<file path="config.mk">
export PLATFORM = sky130hd
export DESIGN_NAME = ctrl_io_irq
export DESIGN_NICKNAME = d
export VERILOG_FILES = /design/src/rtl/ctrl_io_pkg.sv /design/src/rtl/io_sync.sv /design/src/rtl/io_regs.sv /design/src/rtl/io_chg_irq.sv /design/src/rtl/ctrl_io_irq.sv
export SDC_FILE = /design/constraint.sdc
export NUM_CORES = 1
export LEC_CHECK = 0
export ABC_AREA = 1
export BUFFER_PORTS_ARGS = -buffer_cell sky130_fd_sc_hd__buf_2
export CORE_AREA = 2 2 39 41
export CTS_BUF_LIST = sky130_fd_sc_hd__clkbuf_8
export CTS_CLUSTER_DIAMETER = 150
export DETAILED_ROUTE_END_ITERATION = 7
export DIE_AREA = 0 0 41 43
export PLACE_DENSITY = 0.77
export SLEW_MARGIN = 20
export SYNTH_ARGS = -nofsm -noshare
export SYNTH_HDL_FRONTEND = slang
export SYNTH_SLANG_ARGS = --single-unit
</file>
<file path="constraint.sdc">
create_clock -name clk -period 1.65 [get_ports clk]
set_input_delay 0.0825 -clock clk [delete_from_list [all_inputs] [get_ports clk]]
set_output_delay 0.0825 -clock clk [all_outputs]
set_load 0.02 [all_outputs]
</file>
<file path="src/rtl/ctrl_io_pkg.sv">
// Package: shared register addresses and mode-bit positions for the
// control pin I/O block. Assumes a two-bit register address space.
package ctrl_io_pkg;
    localparam int ADDR_W = 2;

    typedef enum logic [ADDR_W-1:0] {
        REG_LEVEL = 2'd0,
        REG_MODE  = 2'd1,
        REG_STAT  = 2'd2,
        REG_NONE  = 2'd3
    } reg_sel_e;

    localparam int MODE_W       = 2;
    localparam int MODE_HIZ_BIT = 0;
    localparam int MODE_IRQ_BIT = 1;
    localparam int SYNC_STAGES  = 2;
endpackage

</file>
<file path="src/rtl/io_sync.sv">
// Module: io_sync
// Per-bit multi-flop synchronizer for asynchronous pad levels.
// Assumes STAGES >= 2 and that the bits are independent of one another.
module io_sync #(
    parameter int W      = 2,
    parameter int STAGES = 2
) (
    input  logic         clk,
    input  logic         rst_n,
    input  logic [W-1:0] d,
    output logic [W-1:0] q
);
    logic [STAGES-1:0] chain [W];

    for (genvar g = 0; g < W; g++) begin : g_bit
        // Shift the pad level through the synchronizing flops.
        always_ff @(posedge clk) begin
            if (!rst_n) chain[g] <= '0;
            else        chain[g] <= {chain[g][STAGES-2:0], d[g]};
        end
        assign q[g] = chain[g][STAGES-1];
    end
endmodule

</file>
<file path="src/rtl/io_regs.sv">
// Module: io_regs
// Holds the pin-level and mode registers and muxes read data.
// Assumes single-cycle strobes; the status address is read-only and
// address 3 is unused.
module io_regs
    import ctrl_io_pkg::*;
#(
    parameter int NPIN = 2,
    parameter int DW   = 8
) (
    input  logic              clk,
    input  logic              rst_n,
    input  logic              wr_en,
    input  logic [ADDR_W-1:0] addr,
    input  logic [DW-1:0]     wdata,
    input  logic [NPIN-1:0]   stat_word,
    output logic [NPIN-1:0]   ctrl_q,
    output logic [MODE_W-1:0] mode_q,
    output logic [DW-1:0]     rdata
);
    reg_sel_e sel;
    assign sel = reg_sel_e'(addr);

    // Capture host writes to the level register.
    always_ff @(posedge clk) begin
        if (!rst_n)                        ctrl_q <= '0;
        else if (wr_en && sel == REG_LEVEL) ctrl_q <= wdata[NPIN-1:0];
    end

    // Capture host writes to the mode register.
    always_ff @(posedge clk) begin
        if (!rst_n)                       mode_q <= '0;
        else if (wr_en && sel == REG_MODE) mode_q <= wdata[MODE_W-1:0];
    end

    // Select the read word for the current address, zero-extended.
    always_comb begin
        rdata = '0;
        unique case (sel)
            REG_LEVEL: rdata[NPIN-1:0]   = ctrl_q;
            REG_MODE:  rdata[MODE_W-1:0] = mode_q;
            REG_STAT:  rdata[NPIN-1:0]   = stat_word;
            default:   rdata = '0;
        endcase
    end
endmodule

</file>
<file path="src/rtl/io_chg_irq.sv">
// Module: io_chg_irq
// Detects any change of the status word and keeps a pending request
// until the status word is read. Assumes irq_en is a registered mode bit;
// a change seen in the acknowledge cycle wins over the clear.
module io_chg_irq #(
    parameter int W = 2
) (
    input  logic         clk,
    input  logic         rst_n,
    input  logic         irq_en,
    input  logic [W-1:0] stat_word,
    input  logic         ack,
    output logic         pend
);
    logic [W-1:0] prev_q;
    logic         changed;

    assign changed = (stat_word != prev_q);

    // Remember the status word seen on the previous clock.
    always_ff @(posedge clk) begin
        if (!rst_n) prev_q <= '0;
        else        prev_q <= stat_word;
    end

    // Set on change, clear on acknowledge, drop while disabled.
    always_ff @(posedge clk) begin
        if (!rst_n)       pend <= 1'b0;
        else if (!irq_en) pend <= 1'b0;
        else if (changed) pend <= 1'b1;
        else if (ack)     pend <= 1'b0;
    end
endmodule

</file>
<file path="src/rtl/ctrl_io_irq.sv">
// Module: ctrl_io_irq (top)
// Two control pins with register access and a status-change interrupt
// on the last pin. Assumes the pad applies pin_oe/pin_out and returns
// the pad level on pin_in asynchronously.
module ctrl_io_irq
    import ctrl_io_pkg::*;
#(
    parameter int NPIN = 2,
    parameter int DW   = 8
) (
    input  logic              clk,
    input  logic              rst_n,
    input  logic              wr_en,
    input  logic              rd_en,
    input  logic [ADDR_W-1:0] addr,
    input  logic [DW-1:0]     wdata,
    output logic [DW-1:0]     rdata,
    input  logic [NPIN-1:0]   pin_in,
    output logic [NPIN-1:0]   pin_out,
    output logic [NPIN-1:0]   pin_oe
);
    localparam int IRQ_PIN = NPIN - 1;

    logic [NPIN-1:0]   sync_q;
    logic [NPIN-1:0]   stat_word;
    logic [NPIN-1:0]   ctrl_q;
    logic [MODE_W-1:0] mode_q;
    logic              irq_mode;
    logic              hiz;
    logic              ack;
    logic              pend;

    assign irq_mode = mode_q[MODE_IRQ_BIT];
    assign hiz      = mode_q[MODE_HIZ_BIT];
    assign ack      = rd_en && (addr == ADDR_W'(REG_STAT));

    io_sync #(.W(NPIN), .STAGES(SYNC_STAGES)) u_sync (
        .clk   (clk),
        .rst_n (rst_n),
        .d     (pin_in),
        .q     (sync_q)
    );

    // Build the status word; the request pin's own level is hidden in interrupt mode.
    always_comb begin
        stat_word          = sync_q;
        stat_word[IRQ_PIN] = sync_q[IRQ_PIN] & ~irq_mode;
    end

    io_regs #(.NPIN(NPIN), .DW(DW)) u_regs (
        .clk       (clk),
        .rst_n     (rst_n),
        .wr_en     (wr_en),
        .addr      (addr),
        .wdata     (wdata),
        .stat_word (stat_word),
        .ctrl_q    (ctrl_q),
        .mode_q    (mode_q),
        .rdata     (rdata)
    );

    io_chg_irq #(.W(NPIN)) u_irq (
        .clk       (clk),
        .rst_n     (rst_n),
        .irq_en    (irq_mode),
        .stat_word (stat_word),
        .ack       (ack),
        .pend      (pend)
    );

    for (genvar g = 0; g < NPIN; g++) begin : g_pin
        if (g == IRQ_PIN) begin : g_irq
            // Request pin: forced drive of the pending flag in interrupt mode.
            always_comb begin
                if (irq_mode) begin
                    pin_oe[g]  = 1'b1;
                    pin_out[g] = pend;
                end else begin
                    pin_oe[g]  = ~hiz;
                    pin_out[g] = ctrl_q[g];
                end
            end
        end else begin : g_gp
            // Plain pin: level from the control register, released on request.
            assign pin_oe[g]  = ~hiz;
            assign pin_out[g] = ctrl_q[g];
        end
    end
endmodule

</file>
==> results of run 1 <==
## worst reg2reg max path, stage by stage (launching register included)
cell	delay (ps)
dfxtp_1	330
inv_2	100
nand2_2	70
nand2_1	60
nand3_1	60
nor2_1	80
nor2_1	40
## metal layers
layer,up-vias,global-route usage
met5,-,0
li1,250,-
met4,0,0.08000
met2,14,0.1875
met1,196,0.1574
met3,2,0.03141
## cells by family (layout without fill, tap and decap cells)
group / after synthesis / after routing
flip-flops: 11 / 11
other: 1 / 6
AO/OA/AOI/OAI: 8 / 8
AND/OR/NAND/NOR: 34 / 34
buffers and inverters: 23 / 34
## power by group through the flow
| stage | combinational (W) | sequential (W) | clock (W) |
|---|---|---|---|
| floorplan | 0.0000666 | 0.000288 | 0 |
| detailed placement | 0.0000787 | 0.000290 | 0 |
| global placement | 0.0000775 | 0.000289 | 0 |
| CTS | 0.0000795 | 0.000284 | 0.000265 |
| global route | 0.0000911 | 0.000285 | 0.000277 |
| finish | 0.0000790 | 0.000284 | 0.000256 |
## final timing paths
path	to	slack (ps)
worst min-delay path	u_sync.chain[0][0]	30
worst max-delay path	rdata[1]	460
worst max register to register	u_irq.pend	790
worst min register to register	u_sync.chain[1][1]	410
## cell usage in the layout, fill, tap and decap left out
cell type  count
nand2_1       19
inv_1         15
buf_2         15
dfxtp_1       11
nor2_1         7
conb_1         6
nand3_1        5
o21ai_0        4
clkbuf_8       3
o211ai_1       2
a21oi_1        2
nor2_2         1
inv_2          1
nand2_2        1
nand3_2        1
## through the flow
step	cells	hold slack [ps]
detailed placement	105	270.4
finish	109	30.67
floorplan	82	180.1
global route	109	38.65
global placement	105	262.4
CTS	109	27.62
## sequential cells by signal, summed over array words and instances (netlist names)
signal         cells
u_irq.prev_q       2
u_regs.mode_q      2
u_irq.pend         1
u_regs.ctrl_q      2
u_sync.chain       4
## cell type report
class / instances / area share
timing repair buffer: 15 / 0.1193
clock inverter: 1 / 0.005964
multi-input combinational: 48 / 0.3380
sequential: 11 / 0.3499
inverter: 15 / 0.08946
tap: 16 / 0.03181
clock buffer: 3 / 0.06561
==> flow_summary.yaml, run 1 <==
layout:
  fin_area_sq_um: 629.4
  nNetsFinal: 110
  syn_to_final_growth_pct: 19.19
  fill_cells: 149
  multi_input_area_sq_um: 212.7
  seq_area_sq_um: 220.2
  post-route-util: 0.4548
  drive_above_1_share: 0.2366
  antenna_cells: 0
sta:
  finalSetupViolCount: 0
  drv_slew: 0
  hold_viol: 0
  fmax_mhz: 843.4
  min_period_ps: 1186
  period_share: 0.7186
  skew_ps: 2.108
  tns_ps: 0
  rsz0062_at_grt: "no"
  layout_setup_ws_ps: 464.3
detailed_routing:
  drc: 0
  ant_nets: 0
  dr.pass1.iters: 4
  wl_met1_microns: 405
  wl_met3_microns: 59
  dr_wl_met2_microns: 423
  vias: 462
  vias_per_cell: 4.239
  routed_wl_microns: 897
  initialDrtViolationCount: 2
  routedWlPerCell_microns: 8.229
  highest_layer: "met4"
yosys:
  yosys-top-cells-area: "dfxtp_1 (42%), nand2_1 (14%), buf_4 (10%)"
  synth-edff-count: 0
  muxShareOfSynthArea: 0
  yosys_warnings: 0
  ys_seq_area_frac: 0.4171
  synth-simple-area-share: 0.2749
  synth_cell_types: 15
  synth_common_cells: "nand2_1 (19), inv_1 (14), dfxtp_1 (11)"
  syn_inst: 77
  synth-seq-cells: 11
  yosys.area.top_type: "dfxtp_1"
  synth_area_per_cell_sq_um: 6.857
  synth_top_area_share: 0.4171
  async_flop_share: 0
  synth-xor-area-share: 0
  synth_area_sq_um: 528.0
  yosysMostFrequentCell: "nand2_1"
  synthAdderAreaFrac: 0
  synth_top_family_by_area: "simple AND/OR/NAND/NOR gates"
  ys.flop_type: "dfxtp_1"
  synth_compound_area_frac: 0.08531
critical_path:
  critical_path_arrival_ps: 1100
  crit_required_ps: 1570
  reg2reg_from: "u_regs.mode_q[1]"
  crit_family: "flip-flops"
  startpoint_type: "flop"
  slowest_delay_ps: 330
  rr_worst_depth: 6
  crit_type: "reg2out"
  crit_fanout: 5
  critPathSlowestCell: "dfxtp_1"
  worst-path-stages: 4
  path_buf_inv: 2
  critPathLaunch: "u_regs.mode_q[1]"
  cp-end-kind: "primary output"
  crit_chain: "inv_2, nand2_2, o211ai_1, buf_2"
floorplanning:
  die_y_microns: 43
  design.core.area_sq_um: 1384
  row_count: 14
  die_w_microns: 41
  floorplan.initialDensity: 0.3816
  die-area_sq_um: 1763
  io_pins: 28
clock_network:
  cts.clk_slew.worst_paths_ps: 50
  cts_inserted_buffers: 3
  post_cts_buffers: 0
  clock_path_buffers: 2
  clk_latency_ps: 230
  htree_levels: 1
  ctsHoldBuffers: 0
  cts_tree: "built"
  cts.sinks: 11
  cts.repair.resized: 0
  cts-root-buf: "clkbuf_8"
power:
  combinationalPowerShare: 0.127
  internal_power_w: 0.0004665
  power.density_nw_per_um2: 984.9
  fin_total_pwr_w: 0.0006198
  p_sw_w: 0.0001533
  seqPwrFrac: 0.459
  irDropWorstVdd_mv: 0.5741
  p_clk_frac: 0.414
  swShare: 0.2474
  leakagePower_nw: 0.3487
placement:
  gp_congestion: 0.7432
  port_buffers: 15
  dp_hpwl_microns: 666
  place_area_sq_um: 584.3
  post-place-ws_ps: 714.6
grt:
  grt_pass1_wl_mm: 1.497
  antenna_found_initial: 0
  grt_pass1_vias: 387
  overflow: 0
  grt_usage: 0.1273
  grt_max_degree: 12
worst_hold_path:
  min-delay-path-class: "in2reg"
  min-delay-start: "pin_in[0]"
  whs_path_depth: 3
run_status:
  status: "completed"
flow_run:
  maxCapViolCount: 0
No activity file was read; power rests on OpenSTA's default activity.
==> run 2: changes to the inputs <==
--- a/config.mk
+++ b/config.mk
@@ -7,12 +7,11 @@
 export LEC_CHECK = 0
 export ABC_AREA = 1
 export BUFFER_PORTS_ARGS = -buffer_cell sky130_fd_sc_hd__buf_2
-export CORE_AREA = 2 2 39 41
+export CORE_UTILIZATION = 40
 export CTS_BUF_LIST = sky130_fd_sc_hd__clkbuf_8
 export CTS_CLUSTER_DIAMETER = 150
 export DETAILED_ROUTE_END_ITERATION = 7
-export DIE_AREA = 0 0 41 43
-export PLACE_DENSITY = 0.77
+export PLACE_DENSITY = 0.8
 export SLEW_MARGIN = 20
 export SYNTH_ARGS = -nofsm -noshare
 export SYNTH_HDL_FRONTEND = slang
==> constraint.sdc (replaced) <==
create_clock -name clk -period 0.95 [get_ports clk]
set_input_delay 0.0475 -clock clk [delete_from_list [all_inputs] [get_ports clk]]
set_output_delay 0.0475 -clock clk [all_outputs]
set_load 0.02 [all_outputs]
==> run 2 against run 1 <==
Against the previous run:
- the run now ends with negative setup slack left
- worst setup slack got worse by 590 ps
- clock power up 75%
- non-clock buffer count increased by 6
- critical path depth is the same
- cell count increased by 3.7%
==> flow_summary.yaml, run 2 (synthesis gave the netlist of run 1 again) <==
detailed_routing:
  ant_nets: 0
  dr.pass1.iters: 4
  routedWlPerCell_microns: 8.850
  initialDrtViolationCount: 8
  vias_per_cell: 4.292
  drc: 0
  vias: 485
  routed_wl_mm: 1.000
sta:
  rsz0062_at_grt: "yes"
  hold_slack_ps: 77.68
  drv_slew: 0
  hold_viol: 0
  tns_ps: -290.0
  fmax_mhz: 929.6
  finalSetupViolCount: 5
  layout_setup_ws_ps: -125.7
  min_period_ps: 1076
  skew_ps: 6.121
  period_share: 1.132
power:
  combinationalPowerShare: 0.155
  seqPwrFrac: 0.444
  p_sw_w: 0.0002804
  power.density_nw_per_um2: 1537
  leakagePower_nw: 0.3887
  internal_power_w: 0.0008371
  irDropWorstVdd_mv: 0.7996
  swShare: 0.2509
  p_clk_frac: 0.400
grt:
  grtUsageMet3: 0.03488
  use_met1: 0.1913
  antenna_found_initial: 0
  top_usage_layer: "met2"
  grt_max_degree: 12
  gr-usage-met2: 0.2754
  grt_usage: 0.1657
  grt_pass1_wl_mm: 1.607
  grt_pass1_vias: 408
  overflow: 0
worst_hold_path:
  min-delay-path-class: "in2reg"
  whs_path_depth: 3
clock_network:
  clk_latency_ps: 230
  htree_levels: 1
  cts.sinks: 11
  cts_inserted_buffers: 3
  cts_tree: "built"
  cts-root-buf: "clkbuf_8"
  clock_path_buffers: 2
  cts.clk_slew.worst_paths_ps: 50
layout:
  layout_commonest_cell: "nand2_1"
  final_cell_mix: "nand2_1 (15), inv_1 (14), buf_2 (11)"
  regMostFlops: "u_sync.chain"
  largest_reg_flops: 4
  fill_cells: 120
  seq_area_sq_um: 227.7
  drive_above_1_share: 0.3838
  multi_input_area_sq_um: 235.2
  syn_to_final_growth_pct: 37.68
  antenna_cells: 0
  nNetsFinal: 116
placement:
  dp_hpwl_microns: 685.4
  port_buffers: 15
  gp_congestion: 0.7201
  post-place-ws_ps: 54.26
critical_path:
  path_buf_inv: 2
  crit_family: "flip-flops"
  crit_required_ps: 900
  crit_fanout: 4
  startpoint_type: "flop"
  critical_path_arrival_ps: 1030
  crit_type: "reg2out"
  slowest_delay_ps: 360
  rr_worst_depth: 7
  crit_chain: "inv_4, nand2_2, o211ai_1, buf_4"
  cp-end-kind: "primary output"
  critPathSlowestCell: "dfxtp_4"
  worst-path-stages: 4
floorplanning:
  die_w_microns: 38.33
  io_pins: 28
  die-area_sq_um: 1469
  design.core.area_sq_um: 1171
  die_y_microns: 38.33
  row_count: 12
  floorplan.initialDensity: 0.4509
flow_run:
  maxCapViolCount: 0
run_status:
  violations: "negative setup slack"
  status: "finished with violations"
## run 2: cell count changes in the layout (fill, tap and decap cells not counted), sizes merged
cell	delta
dlygate4sd3	+2
buf	+4
## run 2: layout make-up
type	count	area share
Clock inverter	1	0.005164
Multi-Input combinational cell	48	0.3236
Clock buffer	3	0.05680
Inverter	15	0.08090
Timing Repair Buffer	21	0.1962
Tap cell	14	0.02410
Sequential cell	11	0.3133
## run 2: repair_timing
item                                    in CTS  in global routing
endpoints found under the setup margin       4                  5
pin swaps                                    3                  6
setup buffers                                3                  1
resized for setup                            9                 11
hold buffers                                 2                  0
endpoints found under the hold margin        2                  0
## run 2: worst reg2reg max path, delay by kind of cell (launching register included)
kind          cells  cell delay, ps
buf+inv           2             190
flops             1             360
simple gates      5             320
## run 2: final timing paths
kind | slack (ps) | startpoint | to
max | -130 | u_regs.mode_q[1] | rdata[1]
min | 80 | wdata[1] | u_regs.ctrl_q[1]
max reg2reg | -20 | u_regs.mode_q[1] | u_irq.pend
min reg2reg | 400 | u_sync.chain[1][0] | u_sync.chain[1][1]
## run 2: power by group through the flow
stage,registers (W),clock network [W],logic (W)
after CTS,0.000496,0.000463,0.000157
after global routing,0.000498,0.000490,0.000195
after global placement,0.000503,0,0.000134
after detailed placement,0.000504,0,0.000137
final,0.000497,0.000447,0.000174
after floorplan,0.000501,0,0.000116
## run 2: layer usage
metal	part of all wire	up-vias
met4	0.0080	0
li1	-	262
met3	0.031	2
met1	0.47	208
met5	0	-
met2	0.49	13
## run 2: through the flow
step           power [W]  cell area (sq um)  instances  utilization
6_report        0.001118              726.9        113       0.6207
5_1_grt         0.001183              726.9        113       0.6207
4_1_cts         0.001116              689.4        112       0.5887
3_5_place_dp   0.0006401              581.8        103       0.4968
3_3_place_gp   0.0006369              581.8        103       0.4968
2_1_floorplan  0.0006164              546.8         82            -
